===== src/rtl/evcnt_pkg.sv =====
package evcnt_pkg;

    typedef enum logic [1:0] {
        ADR_SNAP_LO = 2'd0,
        ADR_SNAP_HI = 2'd1,
        ADR_IRQ     = 2'd2,
        ADR_CFG     = 2'd3
    } adr_e;

    localparam int IRQ_EV_BIT    = 0;
    localparam int IRQ_OV_BIT    = 1;
    localparam int CFG_TX_EN_BIT = 0;

endpackage


===== src/rtl/evcnt_detect.sv =====
module evcnt_detect #(
    parameter int DATA_W = 8,
    parameter int EV_BIT = 5
) (
    input  logic              valid,
    input  logic [DATA_W-1:0] byte_in,
    output logic              hit
);
    // The remaining bits of the byte belong to other overhead functions.
    logic unused_bits;

    always_comb begin
        hit         = valid & byte_in[EV_BIT];
        unused_bits = ^byte_in;
    end
endmodule


===== src/rtl/evcnt_counter.sv =====
module evcnt_counter #(
    parameter int CNT_W = 11
) (
    input  logic             clk,
    input  logic             rst_n,
    input  logic             inc,
    input  logic             clr,
    output logic [CNT_W-1:0] cnt,
    output logic             ovf
);
    localparam logic [CNT_W-1:0] CNT_MAX = '1;
    localparam logic [CNT_W-1:0] CNT_ONE = CNT_W'(1);

    typedef struct packed {
        logic [CNT_W-1:0] cnt;
    } cnt_st_t;

    cnt_st_t st_d, st_q;

    always_comb begin
        st_d = st_q;
        ovf  = 1'b0;
        if (clr) begin
            // An event coinciding with the clear is kept in the new count.
            st_d.cnt = inc ? CNT_ONE : '0;
        end else if (inc) begin
            if (st_q.cnt == CNT_MAX) begin
                st_d.cnt = '0;
                ovf      = 1'b1;
            end else begin
                st_d.cnt = st_q.cnt + CNT_ONE;
            end
        end
    end

    always_ff @(posedge clk) begin
        if (!rst_n) st_q <= '0;
        else        st_q <= st_d;
    end

    assign cnt = st_q.cnt;

    a_r2_step: assert property (@(posedge clk) disable iff (!rst_n)
        (inc && !clr && st_q.cnt != CNT_MAX) |=> st_q.cnt == $past(st_q.cnt) + CNT_ONE);
    a_r2_hold: assert property (@(posedge clk) disable iff (!rst_n)
        (!inc && !clr) |=> $stable(st_q.cnt));
    a_r3_wrap: assert property (@(posedge clk) disable iff (!rst_n)
        ovf |=> st_q.cnt == '0);
    a_r6_restart: assert property (@(posedge clk) disable iff (!rst_n)
        clr |=> st_q.cnt == ($past(inc) ? CNT_ONE : '0));
endmodule


===== src/rtl/evcnt_regs.sv =====
module evcnt_regs
    import evcnt_pkg::*;
#(
    parameter int CNT_W  = 11,
    parameter int DATA_W = 8
) (
    input  logic              clk,
    input  logic              rst_n,
    input  logic              bus_sel,
    input  logic              bus_wr,
    input  logic [1:0]        bus_addr,
    input  logic [DATA_W-1:0] bus_wdata,
    output logic [DATA_W-1:0] bus_rdata,
    input  logic [CNT_W-1:0]  cnt_live,
    input  logic              ev_hit,
    input  logic              ovf,
    output logic              latch,
    output logic              irq_ev,
    output logic              irq_ov,
    output logic              tx_en
);
    localparam int EXT_W = 2 * DATA_W;

    typedef struct packed {
        logic [CNT_W-1:0] snap;
        logic             irq_ev;
        logic             irq_ov;
        logic             tx_en;
    } reg_st_t;

    reg_st_t st_d, st_q;
    logic    wr_irq, wr_cfg;
    logic [EXT_W-1:0] snap_ext;

    always_comb begin
        wr_irq = bus_sel && bus_wr && (adr_e'(bus_addr) == ADR_IRQ);
        wr_cfg = bus_sel && bus_wr && (adr_e'(bus_addr) == ADR_CFG);
        latch  = bus_sel && bus_wr &&
                 ((adr_e'(bus_addr) == ADR_SNAP_LO) || (adr_e'(bus_addr) == ADR_SNAP_HI));

        st_d = st_q;
        if (latch) st_d.snap = cnt_live;
        // Set has priority over a simultaneous clear.
        st_d.irq_ev = (st_q.irq_ev & ~(wr_irq & bus_wdata[IRQ_EV_BIT])) | ev_hit;
        st_d.irq_ov = (st_q.irq_ov & ~(wr_irq & bus_wdata[IRQ_OV_BIT])) | ovf;
        if (wr_cfg) st_d.tx_en = bus_wdata[CFG_TX_EN_BIT];

        snap_ext  = EXT_W'(st_q.snap);
        bus_rdata = '0;
        unique case (adr_e'(bus_addr))
            ADR_SNAP_LO: bus_rdata = snap_ext[DATA_W-1:0];
            ADR_SNAP_HI: bus_rdata = snap_ext[EXT_W-1:DATA_W];
            ADR_IRQ: begin
                bus_rdata[IRQ_EV_BIT] = st_q.irq_ev;
                bus_rdata[IRQ_OV_BIT] = st_q.irq_ov;
            end
            ADR_CFG: bus_rdata[CFG_TX_EN_BIT] = st_q.tx_en;
        endcase
    end

    always_ff @(posedge clk) begin
        if (!rst_n) begin
            st_q       <= '0;
            st_q.tx_en <= 1'b1;
        end else begin
            st_q <= st_d;
        end
    end

    assign irq_ev = st_q.irq_ev;
    assign irq_ov = st_q.irq_ov;
    assign tx_en  = st_q.tx_en;

    a_r4_capture: assert property (@(posedge clk) disable iff (!rst_n)
        latch |=> st_q.snap == $past(cnt_live));
    a_r4_keep: assert property (@(posedge clk) disable iff (!rst_n)
        !latch |=> $stable(st_q.snap));
    a_r7_set: assert property (@(posedge clk) disable iff (!rst_n)
        ev_hit |=> st_q.irq_ev);
    a_r8_sticky: assert property (@(posedge clk) disable iff (!rst_n)
        (st_q.irq_ev && !(wr_irq && bus_wdata[IRQ_EV_BIT])) |=> st_q.irq_ev);
endmodule


===== src/rtl/errcnt_latch.sv =====
module errcnt_latch #(
    parameter int CNT_W  = 11,
    parameter int DATA_W = 8,
    parameter int EV_BIT = 5
) (
    input  logic              clk,
    input  logic              rst_n,
    input  logic              ev_valid,
    input  logic [DATA_W-1:0] ev_byte,
    input  logic              bus_sel,
    input  logic              bus_wr,
    input  logic [1:0]        bus_addr,
    input  logic [DATA_W-1:0] bus_wdata,
    output logic [DATA_W-1:0] bus_rdata,
    output logic              irq_event,
    output logic              irq_overflow,
    output logic              tx_rei
);
    typedef struct packed {
        logic tx;
    } top_st_t;

    top_st_t          st_d, st_q;
    logic             hit, latch, ovf, tx_en;
    logic [CNT_W-1:0] cnt;

    evcnt_detect #(.DATA_W(DATA_W), .EV_BIT(EV_BIT)) u_detect (
        .valid   (ev_valid),
        .byte_in (ev_byte),
        .hit     (hit)
    );

    evcnt_counter #(.CNT_W(CNT_W)) u_counter (
        .clk   (clk),
        .rst_n (rst_n),
        .inc   (hit),
        .clr   (latch),
        .cnt   (cnt),
        .ovf   (ovf)
    );

    evcnt_regs #(.CNT_W(CNT_W), .DATA_W(DATA_W)) u_regs (
        .clk       (clk),
        .rst_n     (rst_n),
        .bus_sel   (bus_sel),
        .bus_wr    (bus_wr),
        .bus_addr  (bus_addr),
        .bus_wdata (bus_wdata),
        .bus_rdata (bus_rdata),
        .cnt_live  (cnt),
        .ev_hit    (hit),
        .ovf       (ovf),
        .latch     (latch),
        .irq_ev    (irq_event),
        .irq_ov    (irq_overflow),
        .tx_en     (tx_en)
    );

    always_comb begin
        st_d    = st_q;
        st_d.tx = hit & tx_en;
    end

    always_ff @(posedge clk) begin
        if (!rst_n) st_q <= '0;
        else        st_q <= st_d;
    end

    assign tx_rei = st_q.tx;

    a_r9_gated: assert property (@(posedge clk) disable iff (!rst_n)
        !tx_en |=> !st_q.tx);
    a_r9_follow: assert property (@(posedge clk) disable iff (!rst_n)
        (hit && tx_en) |=> st_q.tx);
endmodule


===== config.mk =====
export PLATFORM = sky130hd
export DESIGN_NAME = errcnt_latch
export DESIGN_NICKNAME = d
export VERILOG_FILES = /design/src/rtl/evcnt_pkg.sv /design/src/rtl/evcnt_detect.sv /design/src/rtl/evcnt_counter.sv /design/src/rtl/evcnt_regs.sv /design/src/rtl/errcnt_latch.sv
export SDC_FILE = /design/constraint.sdc
export NUM_CORES = 1
export LEC_CHECK = 0
export ABC_AREA = 1
export CAP_MARGIN = 15
export CORE_ASPECT_RATIO = 1.4
export CORE_MARGIN = 5
export CORE_UTILIZATION = 30
export CTS_CLUSTER_SIZE = 12
export DETAILED_ROUTE_END_ITERATION = 10
export DONT_BUFFER_PORTS = 1
export PLACE_DENSITY = 0.53
export RECOVER_POWER = 100
export SLEW_MARGIN = 0
export SYNTH_ARGS = -nofsm -noshare
export SYNTH_HDL_FRONTEND = slang
export SYNTH_SLANG_ARGS = --single-unit

===== constraint.sdc =====
create_clock -name clk -period 1.4 [get_ports clk]
set_input_delay 0.14 -clock clk [delete_from_list [all_inputs] [get_ports clk]]
set_output_delay 0.14 -clock clk [all_outputs]
set_load 0.02 [all_outputs]

# After elaboration in Yosys (flattened, before gate mapping)
# Index checks and enable logic that the tools add are counted.
# totals
reg_bits,26
inputBits,23
output_inout_bits,11
word_cells,38
# op_classes
add_sub_neg,1
eq_ne,4
muxes,10
bitwise_logic,10
n_reduce_logical,7
# op_table
cell,count
$mux 11,3
$pmux 6 s2,1
$add 11x1->11 const B,1
$eq 11x11->1 const B,1
$and 1x1->1,6
$eq 2x2->1 const B,2
$logic_and 1x1->1,4
$mux 1,4
$pmux 1 s4,1
$pmux 1 s3,1
$eq 2x1->1 const B,1
$logic_not 2->1,1
$not 1->1,2
$or 1x1->1,2
$reduce_bool 2->1,1
$logic_or 1x1->1,1

# Logic depth before layout (Yosys ltp)
# depth
depth_word,6
depth_mapped,8
ltp_nobuf,8

# Modules after synthesis
# Synthesis repeated with hierarchy kept, for this count alone.
# unflattened
cells_unflattened,194
hier_area_um2,1313.8
# by_module_without_submodules
mod,instances,cells_per_inst,area_each_um2,seq_area_each_um2
evcnt_regs,1,94,649.4,280.3
evcnt_counter,1,94,623.1,220.2
errcnt_latch,1,4,33.8,20.0
evcnt_detect,1,2,7.5,0.0

# Worst setup path before layout
# OpenSTA, ideal clock, no wires.
# synth_timing
path_kind,reg2reg
startpoint,register u_counter.st_q (netlist bit u_counter.cnt[0])
endpoint,register u_counter.st_q (netlist bit u_counter.cnt[4])
setup_time_ps,114
arrival_ps,1128
t_required_ps,1286
path_slack_ps,158
path_stages_with_launch,8
n_path_buf,0
synth_period_minus_slack_ps,1242
path_cell_list,dfxtp_1 ha_1 nand2_1 nor2_1 and2_1 nand3_1 nand2_2 nor2_1
# synth_between
elab_chain_cells,4
elab_cells_between_ends,5
classes_between,1 x add/sub; 1 x eq/ne; 3 x mux
# synth_lines
item,line_no,source
start: declaration,evcnt_counter.sv:18,"cnt_st_t st_d, st_q;"
start signal: assignment,evcnt_counter.sv:38,else st_q <= st_d;
$add 11x1->11 / $eq 11x11->1 (equally long branches),"evcnt_counter.sv:31, evcnt_counter.sv:27",
$mux 11 *,evcnt_counter.sv:27,if (st_q.cnt == CNT_MAX) begin
$mux 11 *,evcnt_counter.sv:26,end else if (inc) begin
$mux 11 *,evcnt_counter.sv:23,if (clr) begin
# Every way passes the cells marked *; elsewhere a longest branch is shown, timed or not. The select of a mux whose other input is x is not followed.
# A chain may end at the register's enable or synchronous reset.

# Final worst setup path
# layout_timing
startpoint,register u_counter.st_q (netlist bit u_counter.cnt[0])
endpoint,register u_counter.st_q (netlist bit u_counter.cnt[3])
# Same word-level chain as after synthesis.

==> run metrics <==
status complete, no violations; CP top delay family simple AND/OR/NAND/NOR gates; crit path launch type flip-flop; Routed Antenna Nets 0; # port buffers 0; final core utilization 0.3526; vias per std cell 4.727; Worst path max stage delay 0.34 ns; final hold vios 0; pwr dens 940.7 nW/um^2; max-cap violations 0; vias in the first global route 1081; Min-Delay Path Class in -> reg; synthesized netlist cell count 175; synthesized area 1234 um^2; DIE WIDTH 64.20 um; combinational fraction of design power 0.091; register bit total from synthesis 26; Critical path buffers and inverters 0; GRT Total Usage 0.1076; min Tclk post-route 1.310 ns; number of H-tree levels 1; syn_nets 199; # diodes 0; Setup CP Type reg -> reg; detailed-route wire length per cell 12.13 um; CTS Buf Count 3; pin count of the biggest net entering global routing 19; Final #Nets 210; Sequential Power Share 0.592; R2R Setup Slk 0.09 ns; Die Y 85.88 um; Final HPWL DP 2185 um; # clock sinks 26; # IOs 34; final setup vio count 0; P_int 0.0009952 W; clock transition at the registers of the reported paths 0.09 ns; final worst-path cycle share 0.9355; Slew @ Worst Pin 0.6096 ns; CTS tree built; drt drc 0; area of the die 5513 um^2; gr ovfl total 0; vias 1073; clk root buf clkbuf_8; Final Wtd Congestion 0.7981; Seq/Total Area, Yosys 0.4219; crit-path max FO 5; Critical-path top delay cell dfxtp_2; Max Clk Rate 763.5 MHz; crit-path cells ha_2 -> nand2_2 -> nor2_4 -> and2_4 -> nand3_2 -> nand2_2 -> nor2_1; CP Data Arrival Time 1.47 ns; drt total wl 2754 um; Worst EP required 1.56 ns; Core ar. 3953 um^2; Net Switching 0.0003160 W; Synth Area per Inst 7.050 um^2; yosys warns 0; Setup Buffers After CTS 0; Skew-Pair Late Insertion Delay 0.27 ns; DRT iter0 DRCs 63; Peak VDD IR 503.1 uV; clock group share of total power 0.317; Leak 0.5376 nW; Unique masters post-synth 23; Tot Pwr 0.001311 W; share of layout cells above drive strength 1 0.1467; DRT Pass-1 Iters 4; first-pass GRT wire length 4774 um; initial antenna violation count 0; starting density of the core 0.3121; Slew HR 0.5936; sw frac 0.2410; element type at the critical path end flip-flop; deepest clock path buffer count 2; cell mode on critical path nand2_2; Slew Viols, Final 0; P&R area growth vs syn 12.98%; Final Skew 0.008393 ns; Core Rows 27; RSZ-0062 raised after global routing false
repair_timing:
| action | CTS | global route |
|---|---|---|
| resized for setup | 1 | 7 |
| endpoints found under the setup margin | 6 | 8 |
| hold endpoints to repair | 4 | 0 |
| pin swaps | 0 | 2 |
| hold buffers | 2 | 0 |
metal layers:
layer | part of all wire | vias up | track usage
met4 | 0.027 | 0 | 0.04444
met5 | 0 | - | 0
met3 | 0.034 | 7 | 0.02228
met2 | 0.50 | 12 | 0.1866
met1 | 0.44 | 473 | 0.1268
li1 | - | 581 | -
stage by stage:
| step | setup WS (ns) | hold slack (ns) | area (um^2) | std cells | TNS, ns |
|---|---|---|---|---|---|
| floorplan | 0.1577 | 0.2664 | 1234 | 175 | 0 |
| global placement | -0.03310 | 0.2756 | 1314 | 222 | -0.1561 |
| detailed placement | -0.03035 | 0.2810 | 1314 | 222 | -0.1414 |
| CTS | 0.01098 | 0.0007954 | 1378 | 227 | 0 |
| global route | 0.01204 | 0.005824 | 1394 | 227 | 0 |
| finish | 0.09032 | 0.001864 | 1394 | 227 | 0 |
cells in the mapped netlist:
cell type / n / area (um^2)
nand2_1: 30 / 112.6
dfxtp_1: 26 / 520.5
nor2_1: 25 / 93.84
inv_1: 22 / 82.58
a21oi_1: 19 / 95.09
o21ai_0: 14 / 70.07
nand3_1: 12 / 60.06
inv_2: 4 / 15.01
nand2_2: 3 / 18.77
nor3_1: 3 / 15.01
buf_6: 2 / 22.52
nor2_4: 2 / 22.52
o21ai_1: 2 / 10.01
xor2_1: 2 / 17.52
a211oi_1: 1 / 7.510
and2_1: 1 / 6.260
clkbuf_1: 1 / 3.750
ha_1: 1 / 12.51
nand4_1: 1 / 6.260
nor2_2: 1 / 6.260
nor2_8: 1 / 20.02
o2111ai_1: 1 / 8.760
o22ai_1: 1 / 6.260
sequential cells by signal (all words and copies together) (netlist names):
| register | count |
|---|---|
| u_regs.irq_ov | 1 |
| u_regs.tx_en | 1 |
| u_regs.irq_ev | 1 |
| u_regs.snap_ext | 11 |
| u_counter.cnt | 11 |
| tx_rei | 1 |
placed cells by master, fill, tap and decap left out, drive strengths merged, types with 2 or more instances in the layout:
cell type / count
nor2: 29
inv: 26
dlygate4sd3: 2
nand2: 33
nand3: 12
nor3: 3
xor2: 2
o21ai: 16
dfxtp: 26
buf: 6
a21oi: 19
clkbuf: 4
cells by family (layout without fill, tap and decap cells):
logic type / count (synthesis) / after routing / share of synthesized area
simple gates: 79 / 79 / 0.2931
fa+ha+maj: 1 / 1 / 0.01014
xor+xnor: 2 / 2 / 0.01420
buf+inv: 29 / 38 / 0.1004
compound gates: 38 / 38 / 0.1603
flops: 26 / 26 / 0.4219
power by group through the flow:
stage / Clock, W / Sequential [W] / Combinational, W
2_1_floorplan: 0 / 0.000791 / 0.0000954
3_3_place_gp: 0 / 0.000793 / 0.000118
6_report: 0.000416 / 0.000776 / 0.000120
4_1_cts: 0.000434 / 0.000776 / 0.000123
3_5_place_dp: 0 / 0.000793 / 0.000117
5_1_grt: 0.000454 / 0.000779 / 0.000139
cell type report:
cell class                      count  area, um^2
Tap cell                           43       53.80
Sequential cell                    26       523.0
Timing Repair Buffer                9       68.82
Multi-Input combinational cell    120       609.3
Clock buffer                        3       41.29
Fill cell                         439        2559
Inverter                           26       97.59
worst paths after layout:
| path | from | to | cells after the start |
|---|---|---|---|
| max | u_counter.cnt[0] | u_counter.cnt[3] | 7 |
| min | rst_n | u_regs.snap_ext[8] | 2 |
| max reg2reg | u_counter.cnt[0] | u_counter.cnt[3] | 7 |
| min reg2reg | u_regs.snap_ext[4] | u_regs.snap_ext[4] | 2 |
No activity file was read; power rests on OpenSTA's default activity.
